**src/rtl/tok_arb_pkg.sv**
```systemverilog
// Package: shared types and helpers for the token-passing arbiter.
// Assumes client indices run from 0 to n-1 in ring order.
package tok_arb_pkg;

    // Controller ownership states; only CS_SERVE drives an acknowledge.
    typedef enum logic [1:0] {
        CS_IDLE  = 2'd0,
        CS_HOLD  = 2'd1,
        CS_SERVE = 2'd2
    } ctrl_state_t;

    // Next index in fixed cyclic order.
    function automatic int unsigned ring_next(input int unsigned idx, input int unsigned n);
        return (idx + 1 == n) ? 0 : idx + 1;
    endfunction

endpackage

```
**src/rtl/tok_arb_ctrl.sv**
```systemverilog
// Per-client controller. It picks up the token when the ring selects it.
// It serves its client while the request is high and hands the token on
// through a registered one-cycle flag.
// Assumes: `selected` is only high in a cycle where another controller hands off.
module tok_arb_ctrl
    import tok_arb_pkg::*;
#(
    parameter bit START_OWNER = 1'b0
) (
    input  logic clk,
    input  logic rst_n,
    input  logic selected,
    input  logic req,
    output logic ack,
    output logic pass,
    output logic owns
);

    ctrl_state_t state_q, state_d;
    logic        pass_q, pass_d;

    // Next-state and hand-off decision.
    always_comb begin
        state_d = state_q;
        pass_d  = 1'b0;
        unique case (state_q)
            CS_IDLE:  if (selected) state_d = CS_HOLD;
            CS_HOLD: begin
                if (req) begin
                    state_d = CS_SERVE;
                end else begin
                    state_d = CS_IDLE;
                    pass_d  = 1'b1;
                end
            end
            CS_SERVE: begin
                if (!req) begin
                    state_d = CS_IDLE;
                    pass_d  = 1'b1;
                end
            end
            default:  state_d = CS_IDLE;
        endcase
    end

    // State and hand-off flag registers with synchronous reset.
    always_ff @(posedge clk) begin
        if (!rst_n) begin
            state_q <= START_OWNER ? CS_HOLD : CS_IDLE;
            pass_q  <= 1'b0;
        end else begin
            state_q <= state_d;
            pass_q  <= pass_d;
        end
    end

    assign ack  = (state_q == CS_SERVE);
    assign pass = pass_q;
    assign owns = (state_q != CS_IDLE);

    // an acknowledge only appears on a request seen at the previous edge.
    p_ack_needs_req_r3: assert property (@(posedge clk) disable iff (!rst_n)
        $rose(ack) |-> $past(req));

    // a falling request while served releases and hands off next cycle.
    p_release_r5: assert property (@(posedge clk) disable iff (!rst_n)
        (ack && !req) |=> (pass && !ack));

    // the hand-off flag is a single-cycle pulse.
    p_pass_pulse_r5: assert property (@(posedge clk) disable iff (!rst_n)
        pass |=> !pass);

endmodule

```
**src/rtl/tok_arb_ring.sv**
```systemverilog
// Central ring pointer. It tracks the current token owner and advances one
// step whenever a hand-off flag is high. In those cycles it presents the
// next index on `sel`; otherwise `sel` shows the none code N.
// Assumes at most one hand-off flag is high at a time.
module tok_arb_ring #(
    parameter int N     = 3,
    parameter int SEL_W = $clog2(N + 1)
) (
    input  logic             clk,
    input  logic             rst_n,
    input  logic [N-1:0]     pass,
    output logic [SEL_W-1:0] sel
);

    localparam int PTR_W = (N > 1) ? $clog2(N) : 1;

    logic [PTR_W-1:0] ptr_q;
    logic [PTR_W-1:0] ptr_nxt;
    logic             active;

    // Active when any controller hands off.
    assign active  = |pass;
    // Cyclic successor of the current owner.
    assign ptr_nxt = (ptr_q == PTR_W'(N - 1)) ? '0 : ptr_q + 1'b1;
    // Selection output: successor while active, else the none code.
    assign sel     = active ? SEL_W'(ptr_nxt) : SEL_W'(N);

    // Pointer register; reset points at client 0.
    always_ff @(posedge clk) begin
        if (!rst_n)      ptr_q <= '0;
        else if (active) ptr_q <= ptr_nxt;
    end

    // the pointer holds still when nobody hands off.
    p_ptr_steady_r8: assert property (@(posedge clk) disable iff (!rst_n)
        !active |=> $stable(ptr_q));

    // the pointer never leaves the client range.
    p_ptr_range_r7: assert property (@(posedge clk) disable iff (!rst_n)
        ptr_q < PTR_W'(N));

endmodule

```
**src/rtl/tok_arb.sv**
```systemverilog
// Top of the token-passing arbiter. It has one controller per client and
// a shared ring pointer. Client 0 owns the token after reset.
// Assumes clients hold each request until acknowledged.
module tok_arb
    import tok_arb_pkg::*;
#(
    parameter int N     = 3,
    parameter int SEL_W = $clog2(N + 1)
) (
    input  logic             clk,
    input  logic             rst_n,
    input  logic [N-1:0]     req,
    output logic [N-1:0]     ack,
    output logic [SEL_W-1:0] sel,
    output logic [N-1:0]     pass
);

    logic [N-1:0] owns;

    tok_arb_ring #(.N(N), .SEL_W(SEL_W)) u_ring (
        .clk   (clk),
        .rst_n (rst_n),
        .pass  (pass),
        .sel   (sel)
    );

    // One controller per client; client 0 starts with the token.
    for (genvar i = 0; i < N; i++) begin : g_ctrl
        logic picked;
        assign picked = (sel == SEL_W'(i));

        tok_arb_ctrl #(.START_OWNER(i == 0)) u_ctrl (
            .clk      (clk),
            .rst_n    (rst_n),
            .selected (picked),
            .req      (req[i]),
            .ack      (ack[i]),
            .pass     (pass[i]),
            .owns     (owns[i])
        );

        // a hand-off from client i selects its cyclic successor.
        p_pass_selects_next_r7: assert property (@(posedge clk) disable iff (!rst_n)
            pass[i] |-> (sel == SEL_W'(ring_next(i, N))));
    end

    // mutual exclusion of acknowledges.
    p_ack_mutex_r2: assert property (@(posedge clk) disable iff (!rst_n)
        $onehot0(ack));

    // exactly one token is either owned or in flight.
    p_one_token_r2: assert property (@(posedge clk) disable iff (!rst_n)
        $onehot(owns | pass));

    // at most one hand-off flag at a time.
    p_pass_single_r9: assert property (@(posedge clk) disable iff (!rst_n)
        $onehot0(pass));

endmodule

```
**config.mk**
```make
export PLATFORM = sky130hd
export DESIGN_NAME = tok_arb
export DESIGN_NICKNAME = d
export VERILOG_FILES = /design/src/rtl/tok_arb_pkg.sv /design/src/rtl/tok_arb_ctrl.sv /design/src/rtl/tok_arb_ring.sv /design/src/rtl/tok_arb.sv
export SDC_FILE = /design/constraint.sdc
export NUM_CORES = 1
export LEC_CHECK = 0
export ABC_AREA = 1
export ABC_CLOCK_PERIOD_IN_PS = 2700
export CAP_MARGIN = 10
export CELL_PAD_IN_SITES_DETAIL_PLACEMENT = 0
export CELL_PAD_IN_SITES_GLOBAL_PLACEMENT = 1
export CORE_ASPECT_RATIO = 0.7
export CORE_MARGIN = 3
export CORE_UTILIZATION = 39
export CTS_CLUSTER_DIAMETER = 40
export DETAILED_ROUTE_END_ITERATION = 8
export PLACE_DENSITY_LB_ADDON = 0.15
export SYNTH_ARGS = -nofsm -noshare
export SYNTH_HDL_FRONTEND = slang
export SYNTH_SLANG_ARGS = --single-unit
```
**constraint.sdc**
```tcl
create_clock -name clk -period 2.7 [get_ports clk]
set_input_delay 0.405 -clock clk [delete_from_list [all_inputs] [get_ports clk]]
set_output_delay 0.405 -clock clk [all_outputs]
set_load 0.005 [all_outputs]
```
Word-level counts from Yosys, hierarchy flattened
Index checks and enable logic that the tools add are counted.
- input bits: 5
- register bits after elaboration: 11
- output and inout port bits: 8
- equal/unequal tests: 15
- add/sub/neg operators: 1
- muxes and demuxes: 17
- reduce and logical (&&, ||, !) cells: 14
- operator list (kind ; number):
    $mux W2 ; 11
    $pmux W2 S3 ; 3
    $ne A2 B2 Y1 const B ; 6
    $reduce_and A2 Y1 ; 6
    $eq A2 B2 Y1 const B ; 5
    $eq A2 B1 Y1 const B ; 4
    $logic_not A2 Y1 ; 4
    $reduce_or A2 Y1 ; 3
    $mux W1 ; 3
    $reduce_or A3 Y1 ; 1
    $add A2 B1 Y2 const B ; 1

Logic depth before layout (Yosys ltp)
Gate-level depths: netlist (run 1).
- depth in word-level cells: 6
- gate-level depth with buffers: 8

Modules after synthesis
A second synthesis (run 1) with hierarchy kept.
- cells, all modules: 97
- area, all modules: 688.2 µm²
- by module, submodules not included (module ; times used ; sequential area each (µm²) ; cells each ; area an instance (µm²)):
    tok_arb_ctrl (g_ctrl[1].u_ctrl ...) ; 2 ; 60.1 ; 25 ; 185.2
    tok_arb_ctrl (g_ctrl[0].u_ctrl) ; 1 ; 60.1 ; 24 ; 186.4
    tok_arb_ring ; 1 ; 40.0 ; 18 ; 112.6
    tok_arb ; 1 ; 0.0 ; 5 ; 18.8

Least setup slack after synthesis (run 1)
No wires, ideal clock.
- path kind: register to output
- from: reg g_ctrl[2].u_ctrl.state_q[0]
- to: out ack[2]
- path slack: 1.572 ns
- stages on the path, launching flop included: 4
- required time: 2.295 ns
- arrival: 0.723 ns
- path through: dfxtp_1 > inv_1 > ha_1 > buf_4
- cells in the longest elaborated chain, start to end: 1
- RTL lines (item ; line ; RTL):
    start: declaration ; tok_arb_ctrl.sv:19 ; ctrl_state_t state_q, state_d;
    start signal: assignment ; tok_arb_ctrl.sv:49 ; state_q <= START_OWNER ? CS_HOLD : CS_IDLE;
    start signal: assignment ; tok_arb_ctrl.sv:52 ; state_q <= state_d;
    $eq A2 B2 Y1 ; tok_arb_ctrl.sv:57 ; assign ack = (state_q == CS_SERVE);
    end: declaration ; tok_arb.sv:13 ; output logic [N-1:0] ack,
Every way passes these cells.

Final worst setup path (run 1)
- from: reg g_ctrl[1].u_ctrl.pass_q
- to: out sel[0]
- cells in the longest elaborated chain, start to end: 2
- RTL lines (item ; line ; RTL):
    start: declaration ; tok_arb_ctrl.sv:20 ; logic pass_q, pass_d;
    start signal: assignment ; tok_arb_ctrl.sv:53 ; pass_q <= pass_d;
    $reduce_or A3 Y1 ; tok_arb_ring.sv:22 ; assign active = |pass;
    $mux W2 ; tok_arb_ring.sv:26 ; assign sel = active ? SEL_W'(ptr_nxt) : SEL_W'(N);
    end: declaration ; tok_arb.sv:14 ; output logic [SEL_W-1:0] sel,
Every way passes these cells.

==> flow_summary.yaml, run 1 <==
timing:
  finalWorstSetupSlack_ns: 0.832
  period_minus_slack_ns: 1.87
  finalMaxSlewViolations: 0
  hold_viol_final: 0
  report.final.setup_viol: 0
  rsz0062_at_grt: "no"
  finClkSkew_ns: 0.00464
  relSlewSlack_pct: 71.9
  tightestPinTransition_ns: 0.420
  min_period_over_period_pct: 69.2
  fmax_mhz: 535
  finalSetupTns_ns: 0
yosys:
  netlist_area_um2: 729
  seq_area_frac_synth_pct: 30.2
  synth_top_area_share_pct: 30.2
  synthCells: 98
  yosysUniqueCellTypes: 13
  synth_fp_nets: 115
  ys_ff_latch: 11
  synth-async-reset-ratio_pct: 0
  ys_warn_count: 0
  synth_top_cell_by_area: "dfxtp_1"
  synth-edff-count: 0
  synth_common_cells: "21 x nand2_1, 14 x nor2_1, 13 x inv_1"
  yosysMostFrequentCell: "nand2_1"
  syn_avg_cell_area_um2: 7.44
  synthFlopType: "dfxtp_1"
  ys_top_cells_by_area: "dfxtp_1 30%, ha_1 21%, nand2_1 11%"
layout:
  area_delta_synth_final_pct: 15.6
  fin_area_um2: 843
  instances_no_fill: 128
  nFillCells: 174
  multi_input_area_um2: 398
  seqCellArea_um2: 220
  final_nets: 125
  post-route-util_pct: 50.6
  insertedDiodeCount: 0
  layout-drive-gt1-share_pct: 15.9
clock_tree:
  numClockSinks: 11
  hold_buffers: 0
  clk_pin_slew_ns: 0.08
  post_cts_buffers: 0
  cts_root_buffer: "clkbuf_4"
  cts_resized: 0
  cts-htree-levels: 1
  clk_latency_ns: 0.27
  numCtsBuffers: 3
  cts_max_path_buffers: 2
  cts_tree: "yes"
floorplan:
  die_area_um2: 2430
  pin_count: 13
  core_um2: 1670
  start_util_pct: 43.8
  core.rowCount: 12
  die_h_um: 42.2
  fp.dieW_um: 57.7
placed_design:
  place_area_um2: 817
  dp_hpwl_um: 920
  port_buffers: 12
  dp.cells: 124
  gp_congestion: 0.799
  dp_slack_ns: 1.12
setup_path:
  reg2regPathDepth: 6
  critPathLaunchType: "register"
  path_class: "reg -> out"
  crit_arrival_ns: 1.46
  worstSetupEndpointType: "output port"
  crit_fanout: 6
  required_ns: 2.30
detailed_routing:
  route.detailed.wl_per_inst_um: 9.27
  drcViolationCount: 0
  routed_via_density: 4.29
  drt_first_pass_iters: 3
  wl_um: 1190
  dr_total_vias: 549
  drt_iter0_markers: 10
  ant_nets: 0
grt:
  overflow: 0
  grt_pass1_vias: 489
  grt_max_degree: 12
  grt_pass1_wl_um: 2030
  antenna_found_initial: 0
  grt_use_total_pct: 10.8
power_and_ir_drop:
  ir_drop_v: 0.000465
  power_leakage_nw: 0.412
  power_density_nw_per_um2: 1090
min_path:
  holdPathStages: 2
  hold_class: "reg -> reg"
run:
  drv_cap: 0
run_status:
  status: "complete, no violations"
[layout make-up]
cell class              count  share of cell area (%)
flip-flops and latches     11                    26.1
inverters                  14                    6.23
clock buffers               4                    3.12
well taps                  21                    3.12
multi-input cells          66                    47.2
repair buffers             12                    14.2
[metrics by stage]
| step | power [mW] | hold WS [ns] |
|---|---|---|
| 2_1_floorplan | 0.687 | 0.456 |
| 3_3_place_gp | 0.806 | 0.476 |
| 3_5_place_dp | 0.806 | 0.486 |
| 4_1_cts | 0.930 | 0.498 |
| 5_1_grt | 1.03 | 0.553 |
| 6_report | 0.916 | 0.492 |
[cells in the final DEF (no fill, tap or decap), drive strengths merged]
cell type,synthesis,final
a21boi,1,1
clkbuf,1,4
clkdlybuf4s50,0,12
dfxtp,11,11
ha,12,12
inv,14,14
nand2,27,27
nand3,4,4
nor2,20,20
o21ai,2,2
[final timing paths]
check                              startpoint                     endpoint  slack [ns]
setup / recovery        g_ctrl[1].u_ctrl.pass                       sel[0]        0.83
hold / removal    g_ctrl[0].u_ctrl.state_q[0]  g_ctrl[0].u_ctrl.state_q[0]        0.49
setup reg to reg  g_ctrl[2].u_ctrl.state_q[0]  g_ctrl[2].u_ctrl.state_q[1]        1.59
hold reg to reg   g_ctrl[0].u_ctrl.state_q[0]  g_ctrl[0].u_ctrl.state_q[0]        0.49
[layer usage]
layer,wire length [um],global-route usage [%]
met1,651,14.0
met2,479,15.8
met3,55,4.62
met4,0,4.17
met5,0,0
[where the power goes]
group          switching, mW  internal (mW)  leakage, nW  total (mW)
Sequential            0.0451          0.230       0.0909       0.275
Combinational          0.292          0.233        0.307       0.525
Clock                 0.0589         0.0572       0.0150       0.116
Total                  0.396          0.520        0.412       0.916
[critical path: stages (launching register included)]
cell and delay, ns:
dfxtp_1 0.32, nor2_2 0.11, nand2_2 0.09, inv_1 0.08, nor2_1 0.05, inv_1 0.05, clkdlybuf4s50_1 0.49
[registers in the layout (all words and copies together), names as in the netlist]
name,flops
u_ring.ptr_q,2
g_ctrl.u_ctrl.state_q,6
g_ctrl.u_ctrl.pass,3
[logic make-up after synthesis]
| logic type | synth area share (%) |
|---|---|
| compound gates | 2.92 |
| fa+ha+maj | 20.6 |
| buf+inv | 15.3 |
| flops | 30.2 |
| simple gates | 31.0 |
Note: power is estimated with default switching activity, not from simulation.
==> inputs of run 2 (changes only) <==
- ABC_CLOCK_PERIOD_IN_PS: 2700 -> 1700
- CORE_UTILIZATION: 39 -> 32
- clock period: 2.7 -> 1.7 ns (I/O delays scaled with it)
==> flow_summary.yaml, run 2 (synthesis gave the netlist of run 1 again) <==
grt:
  overflow: 0
  grt_max_degree: 12
  grt_pass1_wl_um: 2260
  grt_pass1_vias: 508
  grt_use_total_pct: 11.0
  antenna_found_initial: 0
layout:
  instances_no_fill: 139
  final_nets: 127
  nFillCells: 228
  fin_area_um2: 878
  multi_input_area_um2: 400
  area_delta_synth_final_pct: 20.4
  largest_reg_flops: 6
  insertedDiodeCount: 0
  largest_register: "g_ctrl.u_ctrl.state_q"
  layout-drive-gt1-share_pct: 25.7
  final_common_cell: "nand2_1"
  seqCellArea_um2: 225
  final_cell_mix: "21 x nand2_1, 14 x nor2_1, 11 x ha_1, 10 x clkdlybuf4s50_1, 9 x inv_1"
  post-route-util_pct: 43.9
timing:
  finalMaxSlewViolations: 0
  finClkSkew_ns: 0.000466
  worst_hold_slack_ns: 0.497
  rsz0062_at_grt: "no"
  tightestPinTransition_ns: 0.453
  finalWorstSetupSlack_ns: 0.0897
  period_minus_slack_ns: 1.61
  min_period_over_period_pct: 94.7
  hold_viol_final: 0
  finalSetupTns_ns: 0
  relSlewSlack_pct: 69.7
  fmax_mhz: 621
  report.final.setup_viol: 0
power_and_ir_drop:
  power_leakage_nw: 0.422
  p_total_mw: 1.50
  ir_drop_v: 0.000629
  power_density_nw_per_um2: 1700
placed_design:
  port_buffers: 12
  dp_hpwl_um: 1040
  dp_slack_ns: 0.263
  gp_congestion: 0.729
  dp.cells: 133
  place_area_um2: 828
setup_path:
  max_stage_delay_ns: 0.50
  required_ns: 1.44
  crit_arrival_ns: 1.36
  path_class: "reg -> out"
  ff2ff_setup_slack_ns: 0.58
  cp_cell_sequence: "inv_2 > ha_2 > clkdlybuf4s50_1"
  critPathLaunchType: "register"
  cp_num_buf_inv: 2
  crit_fanout: 3
  slowest_stage: "clkdlybuf4s50_1"
  worstSetupEndpointType: "output port"
  r2r-start: "g_ctrl[0].u_ctrl.pass"
  cp_top_family: "buffers and inverters"
  critPathLaunch: "g_ctrl[2].u_ctrl.state_q[0]"
detailed_routing:
  drcViolationCount: 0
  drt_iter0_markers: 13
  route.detailed.wl_per_inst_um: 9.47
  wl_um: 1320
  dr_total_vias: 564
  routed_via_density: 4.06
  ant_nets: 0
  drt_first_pass_iters: 4
run:
  drv_cap: 0
min_path:
  hold_class: "reg -> reg"
  min-delay-start: "g_ctrl[2].u_ctrl.state_q[0]"
floorplan:
  core_um2: 2000
  pin_count: 13
  core.rowCount: 13
  die_h_um: 45.9
  die_area_um2: 2900
  fp.dieW_um: 63.1
  start_util_pct: 36.5
clock_tree:
  clk_latency_ns: 0.27
  cts_max_path_buffers: 2
  cts-htree-levels: 1
  clk_pin_slew_ns: 0.07
  cts_tree: "yes"
  numClockSinks: 11
  hold_buffers: 0
  cts_root_buffer: "clkbuf_4"
  numCtsBuffers: 3
run_status:
  status: "complete, no violations"
## run 2: worst min-delay path: cells and delay by family (launching register included)
| kind | cells | cell delay, ns |
|---|---|---|
| flip-flops | 1 | 0.35 |
| AND/OR/NAND/NOR | 2 | 0.11 |
## run 2: routing by layer
metal | GRT usage [%] | vias up | part of all wire [%]
li1 | - | 306 | -
met1 | 13.6 | 243 | 54
met2 | 14.9 | 11 | 37
met3 | 5.43 | 4 | 6.2
met4 | 7.89 | 0 | 2.2
met5 | 0 | - | 0
## run 2: power breakdown
group | leakage (nW) | total [mW] | switching, mW | internal (mW)
clock | 0.0150 | 0.180 | 0.0892 | 0.0910
combinational | 0.315 | 0.865 | 0.477 | 0.388
sequential | 0.0923 | 0.450 | 0.0777 | 0.372
total | 0.422 | 1.50 | 0.644 | 0.851
## run 2: final cells by class
| type | count | area share (%) |
|---|---|---|
| multi-input cells | 66 | 45.6 |
| flip-flops and latches | 11 | 25.6 |
| repair buffers | 14 | 15.5 |
| inverters | 14 | 5.98 |
| well taps | 30 | 4.27 |
| clock buffers | 4 | 2.99 |
## run 2: repair_timing
item	in CTS	in global routing
setup endpoints to repair	2	4
pin swaps	1	1
resized for setup	2	9
setup buffers	1	1
## run 2: final timing paths
kind                                               endpoint  depth (start not counted)
worst min-delay path            g_ctrl[2].u_ctrl.state_q[0]                          2
worst max-delay path                                 ack[2]                          3
worst min register to register  g_ctrl[2].u_ctrl.state_q[0]                          2
worst max register to register  g_ctrl[1].u_ctrl.state_q[0]                          9
==> inputs of run 3 (changes only) <==
- RECOVER_POWER: default -> 100
==> flow_summary.yaml, run 3 (synthesis gave the netlist of run 1 again) <==
timing:
  finalSetupTns_ns: 0
  finalMaxSlewViolations: 0
  hold_viol_final: 0
  fmax_mhz: 621
  finClkSkew_ns: 0.000917
  tightestPinTransition_ns: 0.455
  relSlewSlack_pct: 69.6
  period_minus_slack_ns: 1.61
  min_period_over_period_pct: 94.8
  rsz0062_at_grt: "no"
  report.final.setup_viol: 0
clock_tree:
  cts-htree-levels: 1
  cts_root_buffer: "clkbuf_4"
  numCtsBuffers: 3
  clk_latency_ns: 0.27
  clk_pin_slew_ns: 0.07
  cts_tree: "yes"
  cts_max_path_buffers: 2
  numClockSinks: 11
layout:
  fin_area_um2: 860
  final_cell_mix: "24 x nand2_1, 15 x nor2_1, 11 x ha_1, 10 x inv_1, 9 x dfxtp_1"
  largest_reg_flops: 6
  area_delta_synth_final_pct: 17.8
  final_nets: 127
  final_common_cell: "nand2_1"
  largest_register: "g_ctrl.u_ctrl.state_q"
  layout-drive-gt1-share_pct: 18.3
  insertedDiodeCount: 0
  nFillCells: 231
placed_design:
  port_buffers: 12
  place_area_um2: 828
  dp_hpwl_um: 1040
  gp_congestion: 0.729
power_and_ir_drop:
  power_density_nw_per_um2: 1690
  power_leakage_nw: 0.419
  ir_drop_v: 0.000615
setup_path:
  r2r-start: "g_ctrl[1].u_ctrl.pass"
  critPathLaunchType: "register"
  crit_arrival_ns: 1.36
  ff2ff_setup_slack_ns: 0.52
  required_ns: 1.44
  cp_cell_sequence: "inv_2 > ha_2 > clkdlybuf4s50_1"
  r2r-end: "g_ctrl[1].u_ctrl.state_q[0]"
  crit_fanout: 3
  slowest_stage: "clkdlybuf4s50_1"
  reg2regPathDepth: 8
  max_stage_delay_ns: 0.50
  worstSetupEndpointType: "output port"
  path_class: "reg -> out"
grt:
  grt_pass1_wl_um: 2260
  grt_pass1_vias: 508
  antenna_found_initial: 0
  overflow: 0
  grt_use_total_pct: 11.0
  grt_max_degree: 12
run:
  drv_cap: 0
detailed_routing:
  ant_nets: 0
  drcViolationCount: 0
  drt_first_pass_iters: 4
  route.detailed.wl_per_inst_um: 9.42
  dr_total_vias: 567
  drt_iter0_markers: 7
  wl_um: 1310
  routed_via_density: 4.08
floorplan:
  die_area_um2: 2900
  core.rowCount: 13
  pin_count: 13
  core_um2: 2000
  fp.dieW_um: 63.1
  die_h_um: 45.9
  start_util_pct: 36.5
min_path:
  hold_class: "reg -> reg"
  holdPathStages: 2
  hold_end: "g_ctrl[2].u_ctrl.state_q[0]"
  min-delay-start: "g_ctrl[2].u_ctrl.state_q[0]"
run_status:
  status: "complete, no violations"
run 3: cell count changes in the layout (fill, tap and decap cells not counted), sizes merged:
cell,change
clkdlybuf4s50,-3
buf,-1
dlygate4sd3,+3
dlymetal6s2s,-1
clkdlybuf4s25,+1
clkbuf,+1
run 3: area by class of cell:
cell class	instances	area, um2	share of cell area [%]
inverters	14	52.6	6.11
repair buffers	14	130	15.1
well taps	30	37.5	4.37
clock buffers	4	26.3	3.06
flip-flops and latches	11	223	25.9
multi-input cells	66	390	45.4
run 3: stage by stage:
step / utilization [%] / hold slack, ns / setup WS (ns) / power [mW] / cells
after floorplan: - / 0.327 / 0.681 / 1.09 / 98
after global placement: 41.4 / 0.484 / 0.276 / 1.28 / 133
after detailed placement: 41.4 / 0.479 / 0.263 / 1.30 / 133
after CTS: 43.1 / 0.490 / 0.00309 / 1.51 / 138
after global routing: 43.0 / 0.518 / 0.00700 / 1.65 / 139
final: 43.0 / 0.498 / 0.0885 / 1.45 / 139
run 3: repair_timing:
| item | in CTS | in global routing |
|---|---|---|
| gates resized for setup | 2 | 9 |
| hold buffers | 0 | 0 |
| pin swaps | 1 | 1 |
| setup buffers | 1 | 1 |
| setup endpoints to repair | 2 | 4 |
run 3: how the worst max path moves through the flow:
stage | from | to | slack (ns) | cells after the start
2_1_floorplan | g_ctrl[2].u_ctrl.state_q[0] | g_ctrl[2].u_ctrl.state_q[1] | 0.68 | 6
3_3_place_gp | g_ctrl[1].u_ctrl.pass | sel[0] | 0.28 | 6
3_5_place_dp | g_ctrl[1].u_ctrl.pass | sel[0] | 0.26 | 6
4_1_cts | u_ring.ptr_q[0] | sel[1] | 0.003 | 5
5_1_grt | g_ctrl[1].u_ctrl.state_q[0] | ack[1] | 0.007 | 3
6_report | g_ctrl[2].u_ctrl.state_q[0] | ack[2] | 0.09 | 3
run 3: metal layers:
metal | GRT usage, % | vias to the layer above | routed length, um
met2 | 14.9 | 11 | 491
met3 | 5.43 | 4 | 90
met4 | 7.89 | 0 | 29
met1 | 13.6 | 244 | 697
met5 | 0 | - | 0
li1 | - | 308 | -
run 3: power by group:
group	total [mW]	internal, mW	switching [mW]	leakage (nW)
registers	0.447	0.370	0.0770	0.0915
logic	0.823	0.361	0.462	0.313
clock network	0.180	0.0910	0.0895	0.0150
total	1.45	0.822	0.628	0.419
run 3: worst max-delay path: cells and delay by family (launching register included):
family / cells / cell delay [ns]
adders and majority gates: 1 / 0.18
buffers and inverters: 2 / 0.57
DFF: 1 / 0.33
